**src/rtl/mq_read_port.sv**
```systemverilog
module mq_read_port #(
  parameter int DW       = 8,
  parameter int DEPTH    = 4,
  parameter int ADDR_W   = 6,
  parameter int NULL_BIT = 2
) (
  input  logic              clk,
  input  logic              rst_n,
  input  logic              wr_en,
  input  logic [1:0]        wr_queue,
  input  logic [DW-1:0]     wr_data,
  input  logic [ADDR_W-1:0] rd_addr,
  input  logic              rd_en,
  output logic [DW-1:0]     rd_data,
  output logic              rd_ovalid_n
);
  localparam int NQ = 4;
  localparam int PW = (DEPTH > 1) ? $clog2(DEPTH) : 1;
  localparam logic [PW:0] FULL = (PW+1)'(DEPTH);

  logic [DW-1:0] mem [NQ][DEPTH];
  logic [PW-1:0] wp [NQ];
  logic [PW-1:0] rp [NQ];
  logic [PW:0]   cnt [NQ];

  logic          pf_v;
  logic [DW-1:0] pf_d;
  logic [DW-1:0] out_d;
  logic          ov_n;

  wire       is_null  = rd_addr[NULL_BIT];
  wire [1:0] rq       = rd_addr[1:0];
  wire       out_load = pf_v && (ov_n || rd_en);
  wire       pf_free  = !pf_v || out_load;
  wire       pop      = pf_free && !is_null && (cnt[rq] != '0);
  wire       push     = wr_en && (cnt[wr_queue] != FULL);

  function automatic logic [PW-1:0] nxt(input logic [PW-1:0] p);
    return (p == PW'(DEPTH - 1)) ? '0 : p + 1'b1;
  endfunction

  always_ff @(posedge clk)
    if (push) mem[wr_queue][wp[wr_queue]] <= wr_data;

  always_ff @(posedge clk) begin
    for (int q = 0; q < NQ; q++) begin
      if (!rst_n) begin
        wp[q]  <= '0;
        rp[q]  <= '0;
        cnt[q] <= '0;
      end else begin
        if (push && wr_queue == 2'(q)) wp[q] <= nxt(wp[q]);
        if (pop && rq == 2'(q))        rp[q] <= nxt(rp[q]);
        if ((push && wr_queue == 2'(q)) && !(pop && rq == 2'(q)))
          cnt[q] <= cnt[q] + 1'b1;
        else if (!(push && wr_queue == 2'(q)) && (pop && rq == 2'(q)))
          cnt[q] <= cnt[q] - 1'b1;
      end
    end
  end

  always_ff @(posedge clk) begin
    if (!rst_n) begin
      pf_v  <= 1'b0;
      pf_d  <= '0;
      out_d <= '0;
      ov_n  <= 1'b1;
    end else begin
      if (pop) begin
        pf_v <= 1'b1;
        pf_d <= mem[rq][rp[rq]];
      end else if (out_load) begin
        pf_v <= 1'b0;
      end
      if (out_load) begin
        out_d <= pf_d;
        ov_n  <= 1'b0;
      end else if (rd_en) begin
        ov_n  <= 1'b1;
      end
    end
  end

  assign rd_data     = out_d;
  assign rd_ovalid_n = ov_n;

  for (genvar g = 0; g < NQ; g++) begin : g_chk
    p_null_no_take_r3: assert property (@(posedge clk) disable iff (!rst_n)
      (is_null && !(wr_en && wr_queue == 2'(g))) |=> cnt[g] == $past(cnt[g]));
    p_no_overflow_r10: assert property (@(posedge clk) disable iff (!rst_n)
      cnt[g] <= FULL);
  end

  p_stream_r5: assert property (@(posedge clk) disable iff (!rst_n)
    (!ov_n && rd_en && pf_v) |=> !ov_n);
  p_idle_read_r8: assert property (@(posedge clk) disable iff (!rst_n)
    (ov_n && !pf_v) |=> ov_n && $stable(rd_data));
  p_consume_last_r9: assert property (@(posedge clk) disable iff (!rst_n)
    (!ov_n && rd_en && !pf_v) |=> ov_n && $stable(rd_data));
  p_pipe_fill_r6: assert property (@(posedge clk) disable iff (!rst_n)
    (ov_n && pf_v) |=> !ov_n);
endmodule

```
**config.mk**
```make
export PLATFORM = sky130hd
export DESIGN_NAME = mq_read_port
export DESIGN_NICKNAME = d
export VERILOG_FILES = /design/src/rtl/mq_read_port.sv
export SDC_FILE = /design/constraint.sdc
export NUM_CORES = 1
export LEC_CHECK = 0
export BUFFER_PORTS_ARGS = -buffer_cell sky130_fd_sc_hd__buf_2
export CAP_MARGIN = 20
export CORE_ASPECT_RATIO = 0.75
export CORE_MARGIN = 10
export CORE_UTILIZATION = 25
export CTS_CLUSTER_DIAMETER = 30
export CTS_CLUSTER_SIZE = 10
export DETAILED_ROUTE_END_ITERATION = 7
export PLACE_DENSITY = 0.41
export SETUP_SLACK_MARGIN = 0.5
export SYNTH_ARGS = -nofsm -noshare
export SYNTH_HDL_FRONTEND = slang
export SYNTH_SLANG_ARGS = --single-unit
export TNS_END_PERCENT = 1
```
**constraint.sdc**
```tcl
create_clock -name clk -period 5.35 [get_ports clk]
set_clock_uncertainty 0.1 [all_clocks]
set_input_delay 0.2675 -clock clk [delete_from_list [all_inputs] [get_ports clk]]
set_output_delay 0.2675 -clock clk [all_outputs]
set_load 0.05 [all_outputs]
```
# Yosys cells after proc, flatten, opt, wreduce, memory -nomap -nowiden
# Memory sizes are Yosys's and may differ from the RTL's.
# Cells that the tools add are included.
dict set report word_totals {
  register_bits 18
  mem_bits_rw 156
  in_bits 20
  mem_count 4
}
# name depth word_bits read_ports rd_clocked_by_memory_dff wr line_no
set memory_table {}
lappend memory_table {mem 4 32 1 0 1 21} ;# logic [DW-1:0] mem [NQ][DEPTH];
lappend memory_table {cnt 4 3 6 0 4 24} ;# logic [PW:0] cnt [NQ];
lappend memory_table {rp 4 2 5 0 4 23} ;# logic [PW-1:0] rp [NQ];
lappend memory_table {wp 4 2 5 0 4 22} ;# logic [PW-1:0] wp [NQ];
dict set report classes {
  addsub 16
  order_cmp 3
  n_eq_ne 15
  mux 88
  bitwise 18
  n_reduce_logical 38
}
# operator n
set op_table {}
lappend op_table {{2-to-1 mux 1 bit} 58}
lappend op_table {{2-to-1 mux 2 bit} 16}
lappend op_table {{2-to-1 mux 32 bit} 1}
lappend op_table {{equality test 2 bit (second input constant)} 12}
lappend op_table {{2-to-1 mux 3 bit} 8}
lappend op_table {{2-to-1 mux 8 bit} 3}
lappend op_table {{logical AND 1 bit} 21}
lappend op_table {{adder 2 x 1 -> 2 bit (second input constant)} 8}
lappend op_table {{binary-select mux 8 bit (select 2 bit)} 1}
lappend op_table {{demux 8 bit (select 2 bit)} 1}
lappend op_table {{bitwise OR 1 bit} 16}
lappend op_table {{adder 3 x 1 -> 3 bit (second input constant)} 4}
lappend op_table {{subtractor 3 x 1 -> 3 bit (second input constant)} 4}
lappend op_table {{zero test 1 bit} 10}
lappend op_table {{greater-or-equal comparator 3 bit (second input constant)} 2}
lappend op_table {{inverter 2 -> 3 bit} 2}
lappend op_table {{equality test 2 x 1 -> 1 bit (second input constant)} 2}
lappend op_table {{zero test 2 bit} 2}
lappend op_table {{nonzero test 2 bit} 2}
lappend op_table {{less-than comparator 3 x 1 -> 1 bit (second input constant)} 1}
lappend op_table {{inequality test 3 bit (second input constant)} 1}
lappend op_table {{nonzero test 3 bit} 1}
lappend op_table {{logical OR 1 bit} 2}

# Logic depth before layout (Yosys ltp)
# Gate-level depths: netlist of the first run.
dict set report depth {
  word_depth 13
  depth_mapped 12
  depth_no_buf 10
}

# Worst setup path before layout of the first run
# Ideal clock, no wire load.
dict set report synth_timing {
  path_kind {input -> register}
  startpoint {input port rd_addr[0]}
  endpoint {memory cnt[2][2] (netlist bit) (data pin)}
  arrival_time_ns 2.312
  slack_ns 2.676
  stages 11
  path_buffers 2
  cell_sequence {buf_2 > buf_2 > a211oi_1 > o211ai_1 > nor2_1 > nand2_1 > fa_1 > xnor2_1 > nor2_1 > nand3_1 > a21boi_0}
}
# item line_no
set synth_lines {}
lappend synth_lines {{start: declaration} 12} ;# input logic [ADDR_W-1:0] rd_addr,
lappend synth_lines {{end: declaration} 24}

==> results.md, run 1 <==
- Outcome: complete, no violations
- Final Hold Viols: 0
- Crit Path Max Fanout: 9
- Largest net degree at the start of global routing: 43
- 1st-iter DRT viols: 316
- Synth Register Bits: 174
- Seq. cell area: 5040 µm²
- DR WL/cell: 19.3 µm
- Worst-case clock buffer depth: 2
- Total track usage: 9.38%
- Initial core utilization: 25.3%
- DRC viols: 0
- Multi-input logic area: 2360 µm²
- Syn-to-layout area delta: 15.1%
- TritonCTS clock tree: yes
- Top cell by count, worst path: nor2_1
- Clk Latency, worst-skew pair: 0.43 ns
- Ys flop type: edfxtp_1
- Period minus WS final: 3.36 ns
- Sequential-to-total area share from yosys stat: 66.6%
- Crit path max-delay cell type: o211ai_1
- Routed WL: 17.5 mm
- Share of cells above drive strength 1: 21.7%
- Chip Width: 221 µm
- Hold-critical path endpoint: rd_ovalid_n$_SDFFE_PN1P_
- Hold path start: rd_en
- Mean post-synth cell area: 16.2 µm²
- Post-Synthesis Net Count: 503
- Worst EP arrival: 3.43 ns
- Crit. End Element: flop
- Max-cap viol count: 0
- Async SR Flop Fraction: 0%
- DP Cell Count: 873
- Leak: 2.89 nW
- Crit path max-delay family: compound AO/OA/AOI/OAI gates
- Worst R2R Setup Slack: 1.99 ns
- # rows: 55
- Final cell count without fillers: 906
- Final HPWL DP: 11.7 mm
- Antenna cells: 0
- Buffers on Ports: 25
- DR pass1 iterations: 4
- Worst-path cell chain: o311ai_0 -> o21ai_1 -> o211ai_1 -> nor2_1 -> nand2_1 -> fa_1 -> xnor2_1 -> nor2_1 -> nand3_1 -> a21boi_0
- Slew @ Worst Pin: 1.04 ns
- Clk sinks: 174
- Tcrit/Tclk final: 62.8%
- # fillers: 3015
- Worst VDD drop: 0.175 mV
- Max Fclk: 297 MHz
- Worst hold stages: 3
- CP peak stage delay: 0.72 ns
- Crit path from: cnt[3][0]$_DFFE_PP_
- GR peak layer: met2
- R2r startpoint: cnt[3][0]$_DFFE_PP_
- Clock Tree Root: clkbuf_16
- Vias/cell: 4.56
- CTS H-tree depth: 4
- Final layout net count: 529
- Post-CTS setup buffer count: 0
- Met2 Use GR: 14.1%
- Hold-fix buffers, CTS: 0
- Crit path kind: flop to flop
- Synthesized area: 7580 µm²
- Slew HR: 30.1%
- Worst path required time: 5.42 ns
- CP startpoint kind: flop
- Yosys warns: 0
- Vias in the first global route: 4208
- Setup TNS: 0 ns
- Syn Inst Count: 468
- Post-synth EDFFs: 156
- GRT met3 Usage: 1.86%
- Pwr dens: 347 nW/µm²
- Synth unique cells: 48
- Vert. Die Dim: 171 µm
- Total grt overflow: 0
- Clk slew on worst S/H paths: 0.07 ns
- GR Util met1: 13.1%
- FF-to-FF path depth: 10
- # setup viols final: 0
- Core area: 30000 µm²
- First-pass GRT wire length: 26.7 mm
- Post-DRT Antenna Nets: 0
- Slew Viols, Final: 0
- RSZ-0062 raised after global routing: no
- Via count: 4134
- I/O Pins: 29
- Buf/Inv on CP: 0
- R2R Path End: cnt[2][2]$_SDFFCE_PN0P_
- Hold crit path type: primary input to flop
- Post-CTS resize count: 0
- CTS Buf Count: 17
- Initial antenna violation count: 0
- Routability cong.: 0.748
- Die area: 37700 µm²
[worst max path at each step]
stage	endpoint	slack [ns]	cells after the start
finish	cnt[2][2]$_SDFFCE_PN0P_	1.99	10
global placement	cnt[2][2]$_SDFFCE_PN0P_	1.63	11
detailed placement	cnt[2][2]$_SDFFCE_PN0P_	1.89	11
CTS	cnt[2][2]$_SDFFCE_PN0P_	2.03	10
global route	cnt[2][2]$_SDFFCE_PN0P_	1.66	9
floorplan	cnt[2][2]$_SDFFCE_PN0P_	2.68	11
[power breakdown]
group | switching, mW | internal, mW | leakage, nW
registers | 0.0234 | 1.52 | 1.59
logic | 0.156 | 0.0910 | 0.993
clock network | 0.539 | 0.699 | 0.298
[worst register-to-register path: cells and delay by family, from the launching register on]
| family | cells | cell delay [ns] |
|---|---|---|
| AO/OA/AOI/OAI | 4 | 1.83 |
| XOR/XNOR | 1 | 0.14 |
| adder cells (fa/ha/maj) | 1 | 0.21 |
| flip-flops | 1 | 0.45 |
| AND/OR/NAND/NOR | 4 | 0.39 |
[routing by layer]
layer / vias up / routed length (µm)
li1: 1907 / -
met1: 2143 / 8950
met4: 0 / 214
met3: 14 / 513
met2: 70 / 7780
met5: - / 0
[logic make-up after synthesis]
| kind of cell | Yosys count | share of synthesized area (%) |
|---|---|---|
| XOR/XNOR | 3 | 0.347 |
| adder cells (fa/ha/maj) | 15 | 2.58 |
| buffers and inverters | 38 | 2.21 |
| multiplexers | 64 | 14.7 |
| AND/OR/NAND/NOR | 116 | 8.04 |
| flip-flops | 174 | 66.6 |
| AO/OA/AOI/OAI | 58 | 5.53 |
[stage by stage]
stage	area (µm²)	power, mW	utilization [%]	hold WS (ns)	setup WS, ns
2_1_floorplan	7580	1.74	-	0.266	2.68
3_3_place_gp	8110	1.82	27.0	0.343	1.63
3_5_place_dp	8120	1.82	27.1	0.355	1.89
4_1_cts	8710	3.06	29.0	0.0118	2.03
5_1_grt	8720	3.15	29.1	0.0295	1.66
6_report	8720	3.03	29.1	0.0298	1.99
[area by class of cell]
class                   count  area share, %
clock buffers              23           6.00
clock inverters             9          0.746
inverters                  15          0.646
multi-input cells         256           27.1
flip-flops and latches    174           57.9
well taps                 399           5.73
repair buffers             30           1.91
[cells in the mapped netlist (3+ instances only)]
master | instances | area share [%]
a21o_1 | 4 | 0.40
a21oi_1 | 11 | 0.73
a221o_1 | 4 | 0.53
buf_2 | 11 | 0.73
clkbuf_1 | 9 | 0.45
dfxtp_1 | 18 | 4.8
edfxtp_1 | 156 | 62
ha_1 | 14 | 2.3
inv_1 | 15 | 0.74
mux2_2 | 8 | 1.2
mux2i_1 | 19 | 2.5
mux4_2 | 37 | 11
nand2_1 | 11 | 0.55
nand2b_1 | 13 | 1.1
nand3_1 | 12 | 0.79
nor2_1 | 34 | 1.7
nor2b_1 | 11 | 0.91
nor3_1 | 5 | 0.33
nor3b_1 | 5 | 0.50
nor4_1 | 13 | 1.1
o2111ai_1 | 4 | 0.46
o211ai_1 | 5 | 0.50
o21a_1 | 3 | 0.30
o21ai_0 | 15 | 0.99
o21ai_1 | 3 | 0.20
[registers in the layout, indices dropped and copies added, names as in the netlist]
signal	cells
cnt	12
mem	128
pf_d	8
pf_v	1
rd_data	8
rd_ovalid_n	1
rp	8
wp	8
[placed cells by master (no fill, tap or decap), types with 14 or more instances in the layout]
cell | synthesis | final
o21ai_0 | 15 | 15
dfxtp_1 | 18 | 18
ha_1 | 14 | 14
clkbuf_16 | 0 | 20
nor2_1 | 34 | 34
inv_1 | 15 | 15
mux2i_1 | 19 | 19
mux4_2 | 37 | 37
edfxtp_1 | 156 | 156
buf_2 | 11 | 25
Power figures use the tool's default switching activity.
==> run 2: changes to the inputs <==
Settings changed: PLACE_DENSITY 0.41 to 0.42.
Clock period 5.35 ns to 2.7 ns, I/O delays scaled along.
==> results.md, run 2 (same netlist as run 1, synthesis figures left out) <==
- Total track usage: 9.81% (+0.43 points)
- Comb pwr share: 9.6% (+1.5 points)
- Most common cell after layout, fill and taps aside: edfxtp_1
- DR pass1 iterations: 4 (unchanged)
- Final layout net count: 568 (+7.4%)
- Clk slew on worst S/H paths: 0.07 ns (about the same)
- # rows: 55 (unchanged)
- Crit path kind: flop to flop
- RSZ-0062 raised after global routing: yes
- Crit. End Element: flop
- Crit Path Max Fanout: 6 (-3)
- Die area: 37700 µm² (unchanged)
- Worst EP arrival: 2.55 ns (-0.88 ns)
- Tcrit/Tclk final: 88.1% (+25 points)
- Placement Cell Area: 8440 µm² (+3.9%)
- Syn-to-layout area delta: 21.6%
- # setup viols final: 0 (unchanged)
- Worst-case clock buffer depth: 2 (unchanged)
- Clk sinks: 174 (unchanged)
- Worst-path cell chain: mux4_2 -> o221ai_4 -> o211ai_1 -> nand2_1 -> fa_2 -> xnor2_2 -> nor2_1 -> nand3_1 -> a21boi_1
- Crit path max-delay cell type: edfxtp_1
- Design area: 9210 µm² (+5.7%)
- I/O Pins: 29 (unchanged)
- Outcome: complete, no violations
- Buf/Inv on CP: 0 (unchanged)
- Final HPWL DP: 12.1 mm (+2.8%)
- Clk pwr share: 39.8% (-1.1 points)
- Internal power: 4.61 mW (+100%)
- Switching Share: 23.8% (+0.070 points)
- NetSw: 1.44 mW (+100%)
- DR WL/cell: 18.8 µm (-2.7%)
- Post-DRT Antenna Nets: 0 (unchanged)
- Worst path required time: 2.87 ns (-2.55 ns)
- Chip Width: 221 µm (unchanged)
- Max-cap viol count: 0 (unchanged)
- First-pass GRT wire length: 28.0 mm (+5.2%)
- Slew Viols, Final: 0 (unchanged)
- Max FFs per register: 128 (unchanged)
- CTS Buf Count: 17 (unchanged)
- Seq. cell area: 5050 µm² (about the same)
- # fillers: 2960 (-1.8%)
- Antenna cells: 0 (unchanged)
- Hold crit path type: primary input to flop
- CP startpoint kind: flop
- Clock Tree Root: clkbuf_16
- Multi-input logic area: 2500 µm² (+5.8%)
- Clk Latency, worst-skew pair: 0.43 ns (about the same)
- DRC viols: 0 (unchanged)
- Routability cong.: 0.753 (+0.64%)
- Vias in the first global route: 4487 (+6.6%)
- CTS H-tree depth: 4 (unchanged)
- Slew @ Worst Pin: 0.982 ns (-0.0626 ns)
- Via count: 4262 (+3.1%)
- Vert. Die Dim: 171 µm (unchanged)
- Final Util: 30.7% (+1.7 points)
- Buffers on Ports: 25 (unchanged)
- Leak: 3.11 nW (+7.7%)
- Initial antenna violation count: 0 (unchanged)
- Initial core utilization: 25.3% (unchanged)
- Total grt overflow: 0 (unchanged)
- Final Hold Viols: 0 (unchanged)
- Most frequent cells in the layout: edfxtp_1 (156), mux4_2 (37), buf_4 (37), buf_2 (25)
- Core area: 30000 µm² (unchanged)
- Pwr dens: 657 nW/µm² (+89%)
- Crit path max-delay family: compound AO/OA/AOI/OAI gates
- Vias/cell: 4.51 (-1.2%)
- Period minus WS final: 2.38 ns (-0.983 ns)
- Worst VDD drop: 0.334 mV (+91%)
- Slew HR: 34.0% (+3.9 points)
- TritonCTS clock tree: yes
- Routed WL: 17.7 mm (+1.5%)
- Sequential power share: 50.5% (-0.5 points)
- 1st-iter DRT viols: 326 (+3.2%)
- Setup TNS: 0 ns (unchanged)
- Max Fclk: 420 MHz (+41%)
- Share of cells above drive strength 1: 32.2% (+11 points)
- CP peak stage delay: 0.45 ns (-0.27 ns)
- Largest net degree at the start of global routing: 42 (-2.3%)
-- run 2: cell count changes in the layout (fill, tap and decap cells not counted), sizes merged --
cell         delta
buf            +37
clkinv          +3
dlygate4sd3     +2
inv             -3
-- run 2: final timing paths --
kind | startpoint | cells after the start | endpoint | slack [ns]
worst max-delay path | cnt[1][2]$_DFFE_PP_ | 9 | cnt[2][2]$_SDFFCE_PN0P_ | 0.32
worst max register to register | cnt[1][2]$_DFFE_PP_ | 9 | cnt[2][2]$_SDFFCE_PN0P_ | 0.32
worst min register to register | pf_v$_SDFFE_PN0P_ | 1 | rd_ovalid_n$_SDFFE_PN1P_ | 0.35
worst min-delay path | wr_data[2] | 1 | mem[2][26]$_DFFE_PP_ | 0.01
-- run 2: routing by layer --
| metal | global-route usage [%] | vias up | share of wire, % |
|---|---|---|---|
| li1 | - | 1983 | - |
| met2 | 14.4 | 61 | 44 |
| met5 | 0 | - | 0 |
| met3 | 2.34 | 2 | 4.8 |
| met1 | 14.2 | 2216 | 51 |
| met4 | 2.35 | 0 | 0.33 |
-- run 2: what timing repair did --
action | 4_1_cts | 5_1_grt
hold endpoints to repair | 18 | 0
setup buffers | 11 | 1
gates resized for setup | 6 | 1
endpoints found under the setup margin | 154 | 169
hold buffers | 2 | 0
pin swaps | 9 | 2
-- run 2: worst register-to-register path: cells and delay by family (launching register included) --
kind / cells / cell delay, ns
flops: 1 / 0.45
fa+ha+maj: 1 / 0.36
compound gates: 3 / 0.56
xor+xnor: 1 / 0.15
simple gates: 3 / 0.29
mux: 1 / 0.32
-- run 2: stage by stage --
stage                     power, mW  instances  worst slack (ns)  hold slack, ns
after detailed placement       3.68        899             0.204           0.328
after global routing           6.32        945            0.0796         0.00874
after floorplan                3.47        468             0.406           0.134
final                          6.05        945             0.321          0.0143
after CTS                      6.14        944             0.328         0.00347
after global placement         3.66        899             0.215           0.320
-- run 2: area by class of cell --
| class | count | area share (%) |
|---|---|---|
| flip-flops and latches | 174 | 54.8 |
| multi-input cells | 256 | 27.1 |
| repair buffers | 69 | 5.68 |
| clock buffers | 23 | 5.58 |
| well taps | 399 | 5.42 |
| clock inverters | 9 | 0.788 |
| inverters | 15 | 0.611 |
-- run 2: power groups by stage --
stage               combinational [mW]  sequential, mW  clock [mW]
floorplan                        0.353            3.11           0
global placement                 0.545            3.11           0
detailed placement               0.557            3.12           0
CTS                              0.594            3.06        2.49
global route                     0.646            3.07        2.61
finish                           0.584            3.06        2.41
==> run 3: changes to the inputs <==
Settings changed: CORE_UTILIZATION 25 to 54, GPL_TIMING_DRIVEN set to 0, PLACE_DENSITY 0.42 to 0.76.
==> results.md, run 3 (same netlist as run 1, synthesis figures left out) <==
- Hold path start: wr_data[1]
- Tcrit/Tclk final: 94.7% (+6.6 points)
- Syn-to-layout area delta: 21.4%
- Antenna cells: 0 (unchanged)
- Max Fclk: 391 MHz (-7.0%)
- Share of cells above drive strength 1: 34.0% (+1.8 points)
- Crit. End Element: flop
- Largest net degree at the start of global routing: 17 (-60%)
- Period minus WS final: 2.56 ns (+0.178 ns)
- Total grt overflow: 0 (unchanged)
- Hold-critical path endpoint: mem[3][1]$_DFFE_PP_
- Worst path required time: 2.88 ns (about the same)
- Initial core utilization: 55.1% (+30 points)
- CP startpoint kind: flop
- Most common cell after layout, fill and taps aside: edfxtp_1
- Final Hold Viols: 0 (unchanged)
- Vert. Die Dim: 123 µm (-28%)
- Chip Width: 157 µm (-29%)
- Max FFs per register: 128 (unchanged)
- CP peak stage delay: 0.45 ns (about the same)
- DR WL/cell: 23.0 µm (+22%)
- Vias in the first global route: 4695 (+4.6%)
- Via count: 4632 (+8.7%)
- Slew HR: 40.2% (+6.2 points)
- Max-cap viol count: 0 (unchanged)
- Clk sinks: 174 (unchanged)
- Final HPWL DP: 11.1 mm (-7.8%)
- I/O Pins: 29 (unchanged)
- Clock Tree Root: clkbuf_16
- Core area: 13700 µm² (-54%)
- Clk slew on worst S/H paths: 0.07 ns (about the same)
- Worst hold stages: 1 (unchanged)
- Routed WL: 17.1 mm (-3.4%)
- Initial antenna violation count: 0 (unchanged)
- 1st-iter DRT viols: 583 (+79%)
- Final worst setup slack: 0.143 ns (-0.178 ns)
- # setup viols final: 0 (unchanged)
- Hold crit path type: primary input to flop
- Die area: 19200 µm² (-49%)
- DRC viols: 0 (unchanged)
- Final layout net count: 592 (+4.2%)
- Dpl ws: -0.142 ns (-0.345 ns)
- TritonCTS clock tree: yes
- Vias/cell: 6.22 (+38%)
- Worst-path cell chain: buf_4 -> o311ai_4 -> o21ai_2 -> o211ai_1 -> nor2_1 -> nand2_1 -> fa_2 -> xnor2_2 -> nand4_1 -> a21boi_1
- Worst R2R Setup Slack: 0.14 ns (-0.18 ns)
- FF-to-FF path depth: 10 (+1)
- Outcome: complete, no violations
- CTS Buf Count: 17 (unchanged)
- DR pass1 iterations: 5 (+1)
- Post-DRT Antenna Nets: 0 (unchanged)
- R2R Path End: cnt[2][2]$_SDFFCE_PN0P_
- R2r startpoint: cnt[3][2]$_DFFE_PP_
- Most frequent cells in the layout: edfxtp_1 (156), buf_4 (38), mux4_2 (37), buf_2 (31), mux2i_1 (19)
- Slew @ Worst Pin: 0.891 ns (-0.0913 ns)
- Clk Latency, worst-skew pair: 0.43 ns (about the same)
- Worst VDD drop: 0.460 mV (+38%)
- Leak: 3.19 nW (+2.7%)
- Crit Path Max Fanout: 5 (-1)
- # rows: 37 (-33%)
- Crit path kind: flop to flop
- Buffers on Ports: 21 (-16%)
- Pwr dens: 653 nW/µm² (-0.61%)
- Crit path max-delay cell type: edfxtp_1
- Slew Viols, Final: 0 (unchanged)
- Final Util: 66.9% (+36 points)
- First-pass GRT wire length: 26.5 mm (-5.3%)
- CTS H-tree depth: 4 (unchanged)
- RSZ-0062 raised after global routing: yes
- Routability cong.: 0.858 (+14%)
- Total track usage: 18.4% (+8.5 points)
- Worst-case clock buffer depth: 2 (unchanged)
- Worst EP arrival: 2.73 ns (+0.18 ns)
-- run 3: cell count changes in the layout (fill, tap and decap cells not counted), moves of 2 or more --
cell / previous run / this run
clkinv_4: 4 / 2
inv_6: 1 / 3
clkbuf_1: 1 / 9
clkbuf_4: 1 / 3
nor2_4: 5 / 17
nor2_1: 16 / 13
nor2_2: 13 / 4
buf_12: 5 / 10
buf_2: 25 / 31
-- run 3: final cells by class --
class | count | area, µm²
buffer | 23 | 121
fill | 904 | 4550
multi-input combinational | 256 | 2580
sequential | 174 | 5050
clock buffer | 22 | 487
clock inverter | 10 | 75.1
inverter | 15 | 56.3
tap | 175 | 219
timing repair buffer | 70 | 603
-- run 3: repair_timing --
action | CTS | global route
setup buffers | 44 | 3
hold buffers | 2 | 0
pin swaps | 23 | 2
resized for setup | 24 | 1
endpoints found under the setup margin | 159 | 168
gates cloned | 0 | 0
hold endpoints to repair | 3 | 0
-- run 3: critical path: cells and delay by family, from the launching register on --
kind	cells	cell delay, ns
AO/OA/AOI/OAI	4	0.95
XOR/XNOR	1	0.13
adder cells (fa/ha/maj)	1	0.22
buffers and inverters	1	0.18
flip-flops	1	0.45
AND/OR/NAND/NOR	3	0.38
-- run 3: worst max-delay path by stage --
stage / start / slack, ns / end / depth (start not counted)
6_report: cnt[3][2]$_DFFE_PP_ / 0.14 / cnt[2][2]$_SDFFCE_PN0P_ / 10
5_1_grt: cnt[2][0]$_SDFFCE_PN0P_ / 0.008 / cnt[2][2]$_SDFFCE_PN0P_ / 11
4_1_cts: cnt[3][0]$_DFFE_PP_ / 0.29 / cnt[2][2]$_SDFFCE_PN0P_ / 9
3_5_place_dp: wr_queue[1] / -0.14 / cnt[2][2]$_SDFFCE_PN0P_ / 10
3_3_place_gp: wr_queue[1] / -0.13 / cnt[2][2]$_SDFFCE_PN0P_ / 10
2_1_floorplan: cnt[0][2]$_DFFE_PP_ / 0.41 / cnt[2][2]$_SDFFCE_PN0P_ / 9
-- run 3: routing by layer --
layer | vias up | part of all wire [%] | wire, µm | track usage [%]
met5 | - | 0 | 0 | 0
met4 | 0 | 1.6 | 274 | 5.41
met3 | 26 | 8.1 | 1390 | 4.96
met2 | 201 | 46 | 7940 | 27.4
met1 | 2365 | 44 | 7510 | 26.0
li1 | 2040 | - | - | -
-- run 3: per-stage QoR --
step | total power, mW | instances | hold slack, ns | instance area (µm²) | TNS [ns]
floorplan | 3.47 | 468 | 0.134 | 7690 | 0
global placement | 3.61 | 664 | 0.327 | 8020 | -2.46
detailed placement | 3.64 | 664 | 0.340 | 8020 | -5.64
CTS | 6.00 | 742 | 0.00361 | 9170 | 0
global route | 6.18 | 745 | 0.0114 | 9200 | 0
finish | 6.00 | 745 | 0.0112 | 9200 | 0
-- run 3: where the power goes --
part / switching, mW / internal (mW)
clock: 1.01 / 1.30
sequential: 0.0469 / 3.01
combinational: 0.372 / 0.260
